===== config.mk =====
export PLATFORM = sky130hd
export DESIGN_NAME = flash_cmd_decoder
export DESIGN_NICKNAME = d
export VERILOG_FILES = /design/src/rtl/fcd_pkg.sv /design/src/rtl/fcd_classify.sv /design/src/rtl/fcd_seq.sv /design/src/rtl/fcd_id.sv /design/src/rtl/flash_cmd_decoder.sv
export SDC_FILE = /design/constraint.sdc
export NUM_CORES = 1
export LEC_CHECK = 0
export BUFFER_PORTS_ARGS = -buffer_cell sky130_fd_sc_hd__buf_2
export CELL_PAD_IN_SITES_DETAIL_PLACEMENT = 0
export CELL_PAD_IN_SITES_GLOBAL_PLACEMENT = 2
export CORE_MARGIN = 2
export CORE_UTILIZATION = 24
export CTS_CLUSTER_SIZE = 24
export DETAILED_ROUTE_END_ITERATION = 8
export GPL_TIMING_DRIVEN = 0
export PLACE_DENSITY_LB_ADDON = 0.1
export SYNTH_ARGS = -nofsm -noshare
export SYNTH_HDL_FRONTEND = slang
export SYNTH_SLANG_ARGS = --single-unit

===== constraint.sdc =====
create_clock -name clk -period 1.9 [get_ports clk]
set_input_delay 0.57 -clock clk [delete_from_list [all_inputs] [get_ports clk]]
set_output_delay 0.57 -clock clk [all_outputs]
set_load 0.02 [all_outputs]

===== src/rtl/fcd_pkg.sv =====
package fcd_pkg;

  localparam int DW = 8;

  typedef enum logic [1:0] {
    MODE_READ   = 2'd0,
    MODE_IDSEL  = 2'd1,
    MODE_BYPASS = 2'd2
  } mode_e;

  typedef enum logic [3:0] {
    SQ_IDLE,
    SQ_UNL1,
    SQ_UNL2,
    SQ_PGM_DATA,
    SQ_ERS1,
    SQ_ERS2,
    SQ_ERS3,
    SQ_BP_DATA,
    SQ_BP_EXIT
  } seq_e;

  localparam logic [DW-1:0] CODE_KEY1   = 8'hAA;
  localparam logic [DW-1:0] CODE_KEY2   = 8'h55;
  localparam logic [DW-1:0] CODE_RESET  = 8'hF0;
  localparam logic [DW-1:0] CODE_IDSEL  = 8'h90;
  localparam logic [DW-1:0] CODE_PGM    = 8'hA0;
  localparam logic [DW-1:0] CODE_ERSPRE = 8'h80;
  localparam logic [DW-1:0] CODE_ERSGO  = 8'h10;
  localparam logic [DW-1:0] CODE_BYPASS = 8'h20;
  localparam logic [DW-1:0] CODE_BPEXIT = 8'h00;

  localparam logic [31:0] ADR_CMD  = 32'h555;
  localparam logic [31:0] ADR_KEY2 = 32'h2AA;

  // decoded view of one write
  typedef struct packed {
    logic key1;    // AAh at the command address
    logic key2;    // 55h at the second unlock address
    logic at_cmd;  // address matches the command address
    logic rst;     // data is the reset code
  } wr_class_t;

  // compare only the low nbits of two addresses
  function automatic logic low_addr_eq(input logic [31:0] a,
                                       input logic [31:0] b,
                                       input int unsigned nbits);
    logic [31:0] mask;
    mask = (nbits >= 32) ? '1 : ((32'd1 << nbits) - 32'd1);
    return ((a ^ b) & mask) == 32'd0;
  endfunction

  // mode left behind by a reset: bypass survives, all else reads
  function automatic mode_e mode_after_reset(input mode_e m);
    return (m == MODE_BYPASS) ? MODE_BYPASS : MODE_READ;
  endfunction

  // identification byte selected by the two low read-address bits
  function automatic logic [DW-1:0] id_pick(input logic [1:0] sel,
                                            input logic [DW-1:0] mfr,
                                            input logic [DW-1:0] dev);
    if (sel[1]) return '0;
    return sel[0] ? dev : mfr;
  endfunction

endpackage


===== src/rtl/fcd_classify.sv =====
module fcd_classify
  import fcd_pkg::*;
#(
  parameter int AW       = 16,
  parameter int CMP_BITS = 11
) (
  input  logic [AW-1:0] addr,
  input  logic [DW-1:0] data,
  output wr_class_t     cls
);

  logic [31:0] addr_w;
  logic        hit_cmd;
  logic        hit_key2;

  assign addr_w   = 32'(addr);
  assign hit_cmd  = low_addr_eq(addr_w, ADR_CMD, CMP_BITS);
  assign hit_key2 = low_addr_eq(addr_w, ADR_KEY2, CMP_BITS);

  always_comb begin
    cls.at_cmd = hit_cmd;
    cls.key1   = hit_cmd && (data == CODE_KEY1);
    cls.key2   = hit_key2 && (data == CODE_KEY2);
    cls.rst    = (data == CODE_RESET);
  end

endmodule


===== src/rtl/fcd_seq.sv =====
module fcd_seq
  import fcd_pkg::*;
#(
  parameter int AW = 16
) (
  input  logic          clk,
  input  logic          rst_n,
  input  logic          wr_valid,
  input  logic [AW-1:0] wr_addr,
  input  logic [DW-1:0] wr_data,
  input  wr_class_t     cls,
  input  logic          busy_i,
  input  logic          erase_busy_i,
  output mode_e         mode_q,
  output logic          pgm_req,
  output logic [AW-1:0] pgm_addr,
  output logic [DW-1:0] pgm_data,
  output logic          erase_req,
  output logic          reset_req,
  output logic          data_phase,
  output logic          wr_accept,
  output logic          wr_abort
);

  seq_e  st_q, st_d;
  mode_e mode_d;
  logic  pgm_d, ers_d, rst_d;

  assign data_phase = (st_q == SQ_PGM_DATA) || (st_q == SQ_BP_DATA);
  assign wr_accept  = wr_valid && !busy_i;
  assign wr_abort   = wr_valid && busy_i && erase_busy_i && cls.rst;

  always_comb begin
    st_d   = st_q;
    mode_d = mode_q;
    pgm_d  = 1'b0;
    ers_d  = 1'b0;
    rst_d  = 1'b0;
    if (wr_abort) begin
      rst_d  = 1'b1;
      st_d   = SQ_IDLE;
      mode_d = mode_after_reset(mode_q);
    end else if (wr_accept) begin
      if (data_phase) begin
        pgm_d = 1'b1;
        st_d  = SQ_IDLE;
        if (mode_q != MODE_BYPASS) mode_d = MODE_READ;
      end else if (cls.rst) begin
        rst_d  = 1'b1;
        st_d   = SQ_IDLE;
        mode_d = mode_after_reset(mode_q);
      end else if (mode_q == MODE_BYPASS) begin
        st_d = SQ_IDLE;
        if (st_q == SQ_BP_EXIT) begin
          if (wr_data == CODE_BPEXIT) mode_d = MODE_READ;
        end else if (wr_data == CODE_PGM) begin
          st_d = SQ_BP_DATA;
        end else if (wr_data == CODE_IDSEL) begin
          st_d = SQ_BP_EXIT;
        end
      end else begin
        // default outcome: a write that breaks the sequence
        st_d   = SQ_IDLE;
        mode_d = MODE_READ;
        unique case (st_q)
          SQ_IDLE: if (cls.key1) begin st_d = SQ_UNL1; mode_d = mode_q; end
          SQ_UNL1: if (cls.key2) begin st_d = SQ_UNL2; mode_d = mode_q; end
          SQ_UNL2: begin
            if (cls.at_cmd) begin
              unique case (wr_data)
                CODE_IDSEL:  mode_d = MODE_IDSEL;
                CODE_BYPASS: mode_d = MODE_BYPASS;
                CODE_PGM:    begin st_d = SQ_PGM_DATA; mode_d = mode_q; end
                CODE_ERSPRE: begin st_d = SQ_ERS1; mode_d = mode_q; end
                default:     mode_d = MODE_READ;
              endcase
            end
          end
          SQ_ERS1: if (cls.key1) begin st_d = SQ_ERS2; mode_d = mode_q; end
          SQ_ERS2: if (cls.key2) begin st_d = SQ_ERS3; mode_d = mode_q; end
          SQ_ERS3: if (cls.at_cmd && (wr_data == CODE_ERSGO)) ers_d = 1'b1;
          default: st_d = SQ_IDLE;
        endcase
      end
    end
  end

  always_ff @(posedge clk or negedge rst_n) begin
    if (!rst_n) begin
      st_q      <= SQ_IDLE;
      mode_q    <= MODE_READ;
      pgm_req   <= 1'b0;
      erase_req <= 1'b0;
      reset_req <= 1'b0;
      pgm_addr  <= '0;
      pgm_data  <= '0;
    end else begin
      st_q      <= st_d;
      mode_q    <= mode_d;
      pgm_req   <= pgm_d;
      erase_req <= ers_d;
      reset_req <= rst_d;
      if (pgm_d) begin
        pgm_addr <= wr_addr;
        pgm_data <= wr_data;
      end
    end
  end

endmodule


===== src/rtl/fcd_id.sv =====
module fcd_id
  import fcd_pkg::*;
#(
  parameter int             AW     = 16,
  parameter logic [DW-1:0]  MFR_ID = 8'h20,
  parameter logic [DW-1:0]  DEV_ID = 8'h24
) (
  input  mode_e         mode,
  input  logic [AW-1:0] rd_addr,
  output logic          id_valid,
  output logic [DW-1:0] id_data
);

  logic in_idsel;

  assign in_idsel = (mode == MODE_IDSEL);
  assign id_valid = in_idsel && !rd_addr[1];
  assign id_data  = in_idsel ? id_pick(rd_addr[1:0], MFR_ID, DEV_ID) : '0;

endmodule


===== src/rtl/flash_cmd_decoder.sv =====
module flash_cmd_decoder
  import fcd_pkg::*;
#(
  parameter int             AW       = 16,
  parameter int             CMP_BITS = 11,
  parameter logic [7:0]     MFR_ID   = 8'h20,
  parameter logic [7:0]     DEV_ID   = 8'h24
) (
  input  logic          clk,
  input  logic          rst_n,
  input  logic          wr_valid,
  input  logic [AW-1:0] wr_addr,
  input  logic [7:0]    wr_data,
  input  logic          busy_i,
  input  logic          erase_busy_i,
  input  logic [AW-1:0] rd_addr,
  output logic [1:0]    mode_o,
  output logic          pgm_req,
  output logic [AW-1:0] pgm_addr,
  output logic [7:0]    pgm_data,
  output logic          erase_req,
  output logic          reset_req,
  output logic          id_valid,
  output logic [7:0]    id_data
);

  wr_class_t cls;
  mode_e     mode_q;
  logic      data_phase;
  logic      wr_accept;
  logic      wr_abort;

  fcd_classify #(.AW(AW), .CMP_BITS(CMP_BITS)) u_cls (
    .addr (wr_addr),
    .data (wr_data),
    .cls  (cls)
  );

  fcd_seq #(.AW(AW)) u_seq (
    .clk          (clk),
    .rst_n        (rst_n),
    .wr_valid     (wr_valid),
    .wr_addr      (wr_addr),
    .wr_data      (wr_data),
    .cls          (cls),
    .busy_i       (busy_i),
    .erase_busy_i (erase_busy_i),
    .mode_q       (mode_q),
    .pgm_req      (pgm_req),
    .pgm_addr     (pgm_addr),
    .pgm_data     (pgm_data),
    .erase_req    (erase_req),
    .reset_req    (reset_req),
    .data_phase   (data_phase),
    .wr_accept    (wr_accept),
    .wr_abort     (wr_abort)
  );

  fcd_id #(.AW(AW), .MFR_ID(MFR_ID), .DEV_ID(DEV_ID)) u_id (
    .mode     (mode_q),
    .rd_addr  (rd_addr),
    .id_valid (id_valid),
    .id_data  (id_data)
  );

  assign mode_o = mode_q;

endmodule


After elaboration in Yosys (flattened, before gate mapping)
Cells that the tools add are included.

storage, ports and cells
  bits in registers = 33
  bits in latches = 0
  memory bits (writable) = 0
  memory bits (read-only) = 0
  input port bits = 45
  output and inout port bits = 38
  word-level logic and storage cells = 102
  memories kept = 0

operators by class
  add/subtract/negate cells = 0
  multipliers = 0
  div/mod/pow operators = 0
  magnitude comparators = 0
  eq/ne operators = 25
  shifts and indexed selects = 0
  muxes and demuxes = 48
  bitwise gates (word level) = 2
  reduce and logical (&&, ||, !) cells = 20

operator list
  kind                  number
  $logic_not A32 Y1     2
  $eq A8 B8 Y1 const B  5
  $mux W4               9
  $mux W2               13
  $mux W8               3
  $pmux W4 S5           1
  $eq A4 B3 Y1 const B  4
  $mux W1               16
  $ne A6 B2 Y1 const B  2
  $pmux W2 S3           2
  $ne A5 B3 Y1 const B  2
  $mux W3               3
  $eq A4 B2 Y1 const B  2
  $eq A8 B5 Y1 const B  1
  $eq A8 B6 Y1 const B  1
  $eq A8 B7 Y1 const B  1
  $logic_and A1 B1 Y1   8
  $logic_not A8 Y1      1
  $ne A7 B4 Y1 const B  1
  $reduce_and A7 Y1     1
  $not A6 Y6            1
  $pmux W3 S2           1
  $reduce_or A2 Y1      3
  $not A5 Y5            1
  10 further kinds      11

Depth between registers and ports, before layout
Gate-level depths: netlist of run 1.

  depth after elaboration = 10
  mapped depth = 7
  mapped depth without buffers = 6

By module
Synthesis of run 1 repeated with hierarchy kept, for this count alone.

second synthesis, totals
  cell total of the unflattened synthesis = 150
  area, all modules = 1760.4 um^2

by module, submodules not included
  module        instances  cells each  area each (um^2)  sequential area each (um^2)
  fcd_seq       1          122         1552.7            825.8
  fcd_classify  1          18          131.4             0.0
  fcd_id        1          10          76.3              0.0

Worst setup path before layout of run 1
OpenSTA, ideal clock, no wires.

  path kind = input-to-reg
  start point = input wr_data[1]
  end point = register u_seq.mode_q[1]
  library setup time = 0.066 ns
  data arrival time = 2.492 ns
  required time = 1.834 ns
  path slack = -0.658 ns
  stages = 6
  buffers on the path = 1
  cell sequence = or4_4 -> buf_6 -> or4b_4 -> or3_4 -> nor4_2 -> a22o_1

on the way
  word-level cells in the longest chain between the ends = 10
  elaborated cells on any way between the ends = 28
  those cells by class = eq/ne: 13; mux: 8; reduce/logical: 7

ends and longest elaborated chain
  element                     line                     source
  start: declaration          flash_cmd_decoder.sv:13  input logic [7:0] wr_data,
  $eq A8 B8 Y1                fcd_seq.sv:70            unique case (wr_data)
  $reduce_or A2 Y1 (no line)  n/a
  $pmux W2 S3                 fcd_seq.sv:70
  $mux W2                     fcd_seq.sv:69            if (cls.at_cmd) begin
  $pmux W2 S3                 fcd_seq.sv:65            unique case (st_q)
  $mux W2                     fcd_seq.sv:52            end else if (mode_q == MODE_BYPASS) begin
  $mux W2                     fcd_seq.sv:48            end else if (cls.rst) begin
  $mux W2                     fcd_seq.sv:44            if (data_phase) begin
  $mux W2                     fcd_seq.sv:43            end else if (wr_accept) begin
  $mux W2                     fcd_seq.sv:39            if (wr_abort) begin
  end signal: assignment      fcd_seq.sv:99            mode_q <= mode_d;
  end: declaration            fcd_seq.sv:14            output mode_e mode_q,

Several ways; a longest one is shown, not always the timed one. The select of a mux whose other input is x is not followed.
A chain may end at the register's enable or synchronous reset.

Worst setup path after layout of run 1
  start point = input wr_data[2]
  end point = register u_seq.mode_q[1]

Same word-level chain as after synthesis.

==> impl_metrics.env, run 1 <==
export IMPL_clkSlewWorstSetupHoldPaths_ns=0.07
export IMPL_leakagePower_nw=1.19
export IMPL_grt_pass1_wl_um=7670
export IMPL_cts_made_buffers=5
export IMPL_vias=1471
export IMPL_ys_ff_latch=33
export IMPL_rows=30
export IMPL_synth_area_per_cell_um2=11.5
export IMPL_port_buffers=61
export IMPL_ys_warn_count=0
export IMPL_drtAntennaViolNets=0
export IMPL_synth_seq_area_share_pct=48.3
export IMPL_detail_route_first_pass_iterations=4
export IMPL_cts_sink_count=33
export IMPL_fin_cells=324
export IMPL_die_w_um=88.4
export IMPL_area_growth_pct=44.4
export IMPL_final_common_cell="buf_2"
export IMPL_drt_iter0_drc=53
export IMPL_status="finished, violations left"
export IMPL_critPathLaunch="wr_data[2]"
export IMPL_synthArstFlopShare_pct=100
export IMPL_grt_antenna_before_repair=0
export IMPL_setup_viol=6
export IMPL_place_congestion=0.824
export IMPL_synth_top_area_share_pct=48.3
export IMPL_fin_util_pct=36.2
export IMPL_hp_class="in2async"
export IMPL_hpwl_um=3630
export IMPL_max_freq_ghz=0.451
export IMPL_synth_largest_area_cell="dfrtp_1"
export IMPL_mostFrequentLayoutCells="buf_2 (59), dfrtp_1 (33), mux2_2 (24)"
export IMPL_grt_usage_pct=13.2
export IMPL_cts_tree="built"
export IMPL_dp_cells=311
export IMPL_finalHoldViolations=0
export IMPL_critical_path_class="in2reg"
export IMPL_core_um2=6830
export IMPL_power_per_cell_area_nw_per_um2=653
export IMPL_clock_latency_ns=0.28
export IMPL_worstSetupStartpointType="input port"
export IMPL_cp_max_fo=3
export IMPL_end_kind="register"
export IMPL_ios=83
export IMPL_final_setup_worst_slack_ns=-0.319
export IMPL_route_detailed_drc=0
export IMPL_syn_cell_area_um2=1710
export IMPL_relSlewSlack_pct=48.7
export IMPL_skew_ns=0.00349
export IMPL_rsz0062_at_grt="true"
export IMPL_tightest_slew_ns=0.770
export IMPL_critPathRequiredTime_ns=2.12
export IMPL_wl_per_cell_um=14.8
export IMPL_routed_via_density=4.54
export IMPL_drive_gt1_share_pct=59.2
export IMPL_die_y_um=88.4
export IMPL_htreeDepth=2
export IMPL_violations="setup timing"
export IMPL_antenna_cells=0
export IMPL_clock_path_buffers=2
export IMPL_ys_flop_type="dfrtp_1"
export IMPL_overflow=0
export IMPL_holdBufCountCts=0
export IMPL_period_share_pct=117
export IMPL_synthDistinctLibCells=43
export IMPL_postRouteWirelength_um=4790
export IMPL_ir_drop_mv=0.317
export IMPL_drv_slew=0
export IMPL_grt_max_degree=34
export IMPL_r2r_start="u_seq.st_q[1]"
export IMPL_die_area_um2=7820
export IMPL_dpl_instance_area_um2=2170
export IMPL_cts_root_buffer="clkbuf_8"
export IMPL_drv_cap=0
export IMPL_syn_inst=149
export IMPL_hold_ws_ns=0.355
export IMPL_grt_pass1_vias=1525
export IMPL_dp_worst_setup_slack_ns=-0.875
export IMPL_initial_core_util_pct=25.0
export IMPL_crit_arrival_ns=2.44
export IMPL_nNetsFinal=272
export IMPL_timing_final_crit_period_ns=2.22
export IMPL_synth_edf_count=0
export IMPL_ys_top_cells_by_area="dfrtp_1 (48%), mux2_2 (16%), buf_4 (3.1%), nand2_1 (2.6%), nor4b_1 (2.6%)"
export IMPL_post_route_cell_area_um2=2470
-- flip-flops by register name, summed over array words and instances, names as in the netlist --
signal / count
u_seq.pgm_addr: 16
u_seq.pgm_data: 8
u_seq.st_q: 4
u_seq.mode_q: 2
u_seq.erase_req: 1
u_seq.pgm_req: 1
u_seq.reset_req: 1
-- cell type report --
type	count	area [um^2]
fillers	728	4360
multi-input cells	103	935
flip-flops and latches	33	826
repair buffers	67	370
well taps	96	120
clock buffers	7	86.3
plain buffers	11	80.1
clock inverters	1	30.0
inverters	6	22.5
-- cell usage after synthesis (2+ instances only) --
cell type,count
dfrtp_1,33
mux2_2,24
nand2_1,12
buf_4,7
inv_1,6
nor4_1,6
nor2_1,5
nor4b_1,5
o21ai_0,4
clkbuf_1,3
nand4_1,3
nor3b_1,3
a211oi_1,2
a31oi_1,2
buf_6,2
nand2b_1,2
nand3_1,2
nor4bb_1,2
o311ai_0,2
-- through the flow --
step	total power [mW]	TNS [ns]
6_report	1.61	-1.23
5_1_grt	1.70	-1.48
4_1_cts	1.63	-1.70
3_5_place_dp	0.931	-13.58
3_3_place_gp	0.927	-13.21
2_1_floorplan	0.837	-2.79
-- worst max-delay path: stages --
cell	delay [ns]
buf_6	0.09
or4_4	0.53
or4b_4	0.54
buf_6	0.14
nor4_4	0.16
o311ai_2	0.14
o311ai_2	0.10
a22o_1	0.17
-- routing by layer --
metal,vias up,GRT usage [%],share of wire [%]
li1,697,-,-
met1,720,16.2,45
met2,52,22.2,49
met3,2,4.01,5.7
met4,0,4.13,0.56
met5,-,0,0
-- power by group --
| part | total (mW) | leakage, nW | internal [mW] | switching [mW] |
|---|---|---|---|---|
| Combinational | 0.200 | 0.685 | 0.0801 | 0.119 |
| Sequential | 0.731 | 0.449 | 0.722 | 0.00926 |
| Clock | 0.681 | 0.0585 | 0.428 | 0.254 |
-- repair_timing --
item,4_1_cts,5_1_grt
setup endpoints to repair,26,25
hold endpoints to repair,0,0
gates resized for setup,16,14
pin swaps,7,11
buffers inserted,5,2
-- logic make-up after synthesis --
kind of cell | after synthesis | share of synthesized area [%]
other | 1 | 0.219
buffers and inverters | 18 | 6.36
multiplexers | 24 | 15.8
AND/OR/NAND/NOR | 55 | 21.1
flip-flops | 33 | 48.3
AO/OA/AOI/OAI | 18 | 8.27
-- final timing paths --
kind	depth (start not counted)	to	slack, ns
hold / removal	1	u_seq.reset_req	0.35
max in group asynchronous	1	u_seq.st_q[2]	1.05
hold reg to reg	1	u_seq.pgm_addr[9]	0.51
setup reg to reg	6	u_seq.mode_q[1]	-0.20
setup / recovery	8	u_seq.mode_q[1]	-0.32
min in group clk	1	u_seq.pgm_addr[9]	0.51
Power figures use the tool's default switching activity.
==> inputs of run 2 (changes only) <==
SKIP_CTS_REPAIR_TIMING = 1   (was default)
==> impl_metrics.env, run 2 (synthesis gave the netlist of run 1 again) <==
export IMPL_status="finished, violations left"
export IMPL_violations="setup timing"
export IMPL_ios=83
export IMPL_antenna_cells=0
export IMPL_critPathRequiredTime_ns=2.09
export IMPL_grt_max_degree=34
export IMPL_critical_path_class="in2reg"
export IMPL_initial_core_util_pct=25.0
export IMPL_grt_antenna_before_repair=0
export IMPL_clock_latency_ns=0.28
export IMPL_drv_cap=0
export IMPL_crit_arrival_ns=2.57
export IMPL_hpwl_um=3630
export IMPL_period_share_pct=126
export IMPL_cts_tree="built"
export IMPL_clkSlewWorstSetupHoldPaths_ns=0.07
export IMPL_hp_class="in2async"
export IMPL_rows=30
export IMPL_rsz0062_at_grt="true"
export IMPL_place_congestion=0.824
export IMPL_leakagePower_nw=1.17
export IMPL_largest_reg_flops=16
export IMPL_routed_via_density=4.51
export IMPL_die_w_um=88.4
export IMPL_drtAntennaViolNets=0
export IMPL_reg_top3="u_seq.pgm_addr: 16 flops, u_seq.pgm_data: 8 flops, u_seq.st_q: 4 flops"
export IMPL_ir_drop_mv=0.317
export IMPL_fin_util_pct=35.0
export IMPL_core_um2=6830
export IMPL_detail_route_first_pass_iterations=4
export IMPL_grt_pass1_wl_um=7380
export IMPL_vias=1453
export IMPL_post_route_cell_area_um2=2390
export IMPL_power_per_cell_area_nw_per_um2=671
export IMPL_drive_gt1_share_pct=56.2
export IMPL_fin_tns_setup_ns=-2.20
export IMPL_grt_usage_pct=12.7
export IMPL_reg2reg_depth=5
export IMPL_dp_worst_setup_slack_ns=-0.875
export IMPL_skew_ns=0.00218
export IMPL_die_y_um=88.4
export IMPL_timing_final_crit_period_ns=2.39
export IMPL_final_setup_worst_slack_ns=-0.488
export IMPL_postRouteWirelength_um=4700
export IMPL_cts_made_buffers=5
export IMPL_route_detailed_drc=0
export IMPL_worstSetupStartpointType="input port"
export IMPL_grt_pass1_vias=1470
export IMPL_port_buffers=61
export IMPL_tightest_slew_ns=0.770
export IMPL_max_freq_ghz=0.419
export IMPL_drv_slew=0
export IMPL_fin_cells=322
export IMPL_wl_per_cell_um=14.6
export IMPL_regMostFlops="u_seq.pgm_addr"
export IMPL_htreeDepth=2
export IMPL_dp_cells=311
export IMPL_cts_root_buffer="clkbuf_8"
export IMPL_dpl_instance_area_um2=2170
export IMPL_end_kind="register"
export IMPL_setup_viol=6
export IMPL_clock_path_buffers=2
export IMPL_die_area_um2=7820
export IMPL_cts_sink_count=33
export IMPL_drt_iter0_drc=45
export IMPL_final_common_cell="buf_2"
export IMPL_area_growth_pct=39.9
export IMPL_cp_max_fo=6
export IMPL_nNetsFinal=270
export IMPL_relSlewSlack_pct=48.7
export IMPL_finalHoldViolations=0
export IMPL_overflow=0
export IMPL_mostFrequentLayoutCells="buf_2 (60), dfrtp_1 (33), mux2_2 (24)"
[run 2: final timing paths]
| path | start | slack [ns] | to |
|---|---|---|---|
| min reg2reg | u_seq.pgm_addr[9] | 0.51 | u_seq.pgm_addr[9] |
| min in group clk | u_seq.pgm_addr[9] | 0.51 | u_seq.pgm_addr[9] |
| max | wr_data[2] | -0.49 | u_seq.st_q[2] |
| min | rst_n | 0.35 | u_seq.reset_req |
| max reg2reg | u_seq.st_q[3] | -0.30 | u_seq.mode_q[1] |
| max in group asynchronous | rst_n | 1.04 | u_seq.st_q[2] |
[run 2: critical path, stage by stage]
cell and delay, ns:
buf_6 0.10, or4_4 0.58, or4b_4 0.57, nor3_4 0.24
nor3b_2 0.19, a31oi_1 0.06, o32ai_2 0.26
[run 2: area by class of cell]
type	count	area [um^2]
fill	739	4440
multi-input combinational	103	882
sequential	33	826
timing repair buffer	65	348
tap	96	120
clock buffer	7	86.3
buffer	11	77.6
clock inverter	1	30.0
inverter	6	22.5
[run 2: per-layer routing]
| layer | up-vias | track usage (%) | share of wire [%] |
|---|---|---|---|
| met5 | - | 0 | 0 |
| met4 | 0 | 4.13 | 0.57 |
| met1 | 709 | 16.0 | 45 |
| met2 | 50 | 20.6 | 48 |
| met3 | 2 | 4.01 | 5.7 |
| li1 | 692 | - | - |
[run 2: per-stage QoR]
step | hold WS (ns) | power [mW]
6_report | 0.354 | 1.61
3_5_place_dp | 0.491 | 0.931
5_1_grt | 0.420 | 1.69
2_1_floorplan | 0.274 | 0.837
3_3_place_gp | 0.483 | 0.927
4_1_cts | 0.386 | 1.63
[run 2: report_power, final]
part           leakage (nW)  internal (mW)  total [mW]  switching, mW
logic                 0.663         0.0765       0.191          0.115
clock network        0.0585          0.428       0.683          0.255
registers             0.449          0.722       0.731        0.00925
total                  1.17           1.23        1.61          0.379
==> inputs of run 3 (changes only) <==
BUFFER_PORTS_ARGS = -buffer_cell sky130_fd_sc_hd__clkbuf_2   (was -buffer_cell sky130_fd_sc_hd__buf_2)
MAX_ROUTING_LAYER = met4   (was default)
==> impl_metrics.env, run 3 (synthesis gave the netlist of run 1 again) <==
export IMPL_wl_met1_um=2140
export IMPL_clkSlewWorstSetupHoldPaths_ns=0.07
export IMPL_overflow=0
export IMPL_setup_viol=6
export IMPL_mostFrequentLayoutCells="clkbuf_2 (60), dfrtp_1 (33), mux2_2 (24)"
export IMPL_largest_reg_flops=16
export IMPL_skew_ns=0.00416
export IMPL_reg_top3="u_seq.pgm_addr: 16 flops, u_seq.pgm_data: 8 flops, u_seq.st_q: 4 flops"
export IMPL_regMostFlops="u_seq.pgm_addr"
export IMPL_htreeDepth=2
export IMPL_route_detailed_drc=0
export IMPL_antenna_cells=0
export IMPL_routed_via_density=4.61
export IMPL_crit_slowest_cell="or4b_4"
export IMPL_fin_util_pct=35.7
export IMPL_cts_root_buffer="clkbuf_8"
export IMPL_dr_wl_met3_um=230
export IMPL_drv_slew=0
export IMPL_status="finished, violations left"
export IMPL_top_layer="met4"
export IMPL_grt_antenna_before_repair=0
export IMPL_grt_usage_pct=13.4
export IMPL_regArea_um2=826
export IMPL_fillers=727
export IMPL_multi_input_area_um2=900
export IMPL_period_share_pct=126
export IMPL_vias=1493
export IMPL_end_kind="register"
export IMPL_finalPower_mw=1.61
export IMPL_tightest_slew_ns=0.837
export IMPL_final_common_cell="clkbuf_2"
export IMPL_cp_max_fo=4
export IMPL_drtAntennaViolNets=0
export IMPL_nNetsFinal=272
export IMPL_critical_path_class="in2reg"
export IMPL_cts_made_buffers=5
export IMPL_grt_pass1_vias=1533
export IMPL_hpwl_um=3680
export IMPL_detail_route_first_pass_iterations=4
export IMPL_relSlewSlack_pct=44.2
export IMPL_cts_tree="built"
export IMPL_place_congestion=0.831
export IMPL_port_buffers=61
export IMPL_wl_per_cell_um=14.5
export IMPL_clock_latency_ns=0.28
export IMPL_leakagePower_nw=1.17
export IMPL_slowest_delay_ns=0.56
export IMPL_area_growth_pct=42.6
export IMPL_cts_sink_count=33
export IMPL_drt_iter0_drc=56
export IMPL_ios=83
export IMPL_crit_arrival_ns=2.57
export IMPL_violations="setup timing"
export IMPL_cp_top_family="simple AND/OR/NAND/NOR gates"
export IMPL_hp_class="in2async"
export IMPL_max_freq_ghz=0.419
export IMPL_timing_final_crit_period_ns=2.39
export IMPL_die_y_um=88.4
export IMPL_crit_buf_inv=1
export IMPL_rsz0062_at_grt="true"
export IMPL_die_w_um=88.4
export IMPL_clock_path_buffers=2
export IMPL_drive_gt1_share_pct=57.0
export IMPL_core_um2=6830
export IMPL_drv_cap=0
export IMPL_finalHoldViolations=0
export IMPL_crit_chain="buf_6 > or4_4 > or4b_4 > nor3_4 > nor3b_2 > a31oi_1 > o32ai_2"
export IMPL_dp_worst_setup_slack_ns=-0.869
export IMPL_rows=30
export IMPL_final_setup_worst_slack_ns=-0.485
export IMPL_grt_pass1_wl_um=7660
export IMPL_postRouteWirelength_um=4700
export IMPL_power_per_cell_area_nw_per_um2=659
export IMPL_critPathRequiredTime_ns=2.08
export IMPL_die_area_um2=7820
export IMPL_worstSetupStartpointType="input port"
export IMPL_ir_drop_mv=0.308
export IMPL_initial_core_util_pct=25.0
export IMPL_grt_max_degree=34
export IMPL_wl_met2_um=2310
run 3: cell count changes in the layout (fill, tap and decap cells not counted), sizes merged:
cell    before  now
buf         74   16
clkbuf       9   69
run 3: area by class of cell:
cell class	count	share of cell area [%]
buffer	11	3.28
clock buffer	7	3.54
clock inverter	1	1.23
inverter	6	0.923
multi-input combinational	103	36.9
sequential	33	33.8
tap	96	4.92
timing repair buffer	67	15.4
run 3: path summary, 6_finish.rpt:
kind	start	to	slack, ns	cells after the start
worst max-delay path	wr_data[2]	u_seq.st_q[2]	-0.49	7
worst min-delay path	rst_n	u_seq.reset_req	0.37	1
worst max register to register	u_seq.st_q[1]	u_seq.st_q[2]	-0.12	6
worst min register to register	u_seq.pgm_data[7]	u_seq.pgm_data[7]	0.51	1
max in group asynchronous	rst_n	u_seq.mode_q[1]	0.98	1
min in group clk	u_seq.pgm_data[7]	u_seq.pgm_data[7]	0.51	1
run 3: power breakdown:
part	total, mW	internal [mW]	switching [mW]
logic	0.195	0.0784	0.116
registers	0.732	0.722	0.00986
clock network	0.681	0.428	0.253
run 3: layer usage:
| layer | vias up | GRT usage, % |
|---|---|---|
| met2 | 54 | 21.3 |
| li1 | 697 | - |
| met5 | - | - |
| met3 | 2 | 3.36 |
| met1 | 740 | 16.9 |
| met4 | 0 | 3.72 |
run 3: metrics by stage:
stage                     TNS, ns  std cells  area (um^2)  hold WS [ns]
after floorplan             -2.79        154         1740         0.274
after global placement     -13.03        311         2170         0.488
after detailed placement   -13.58        311         2170         0.496
after CTS                   -8.75        319         2280         0.420
after global routing        -2.31        324         2440         0.457
final                       -1.99        324         2440         0.375
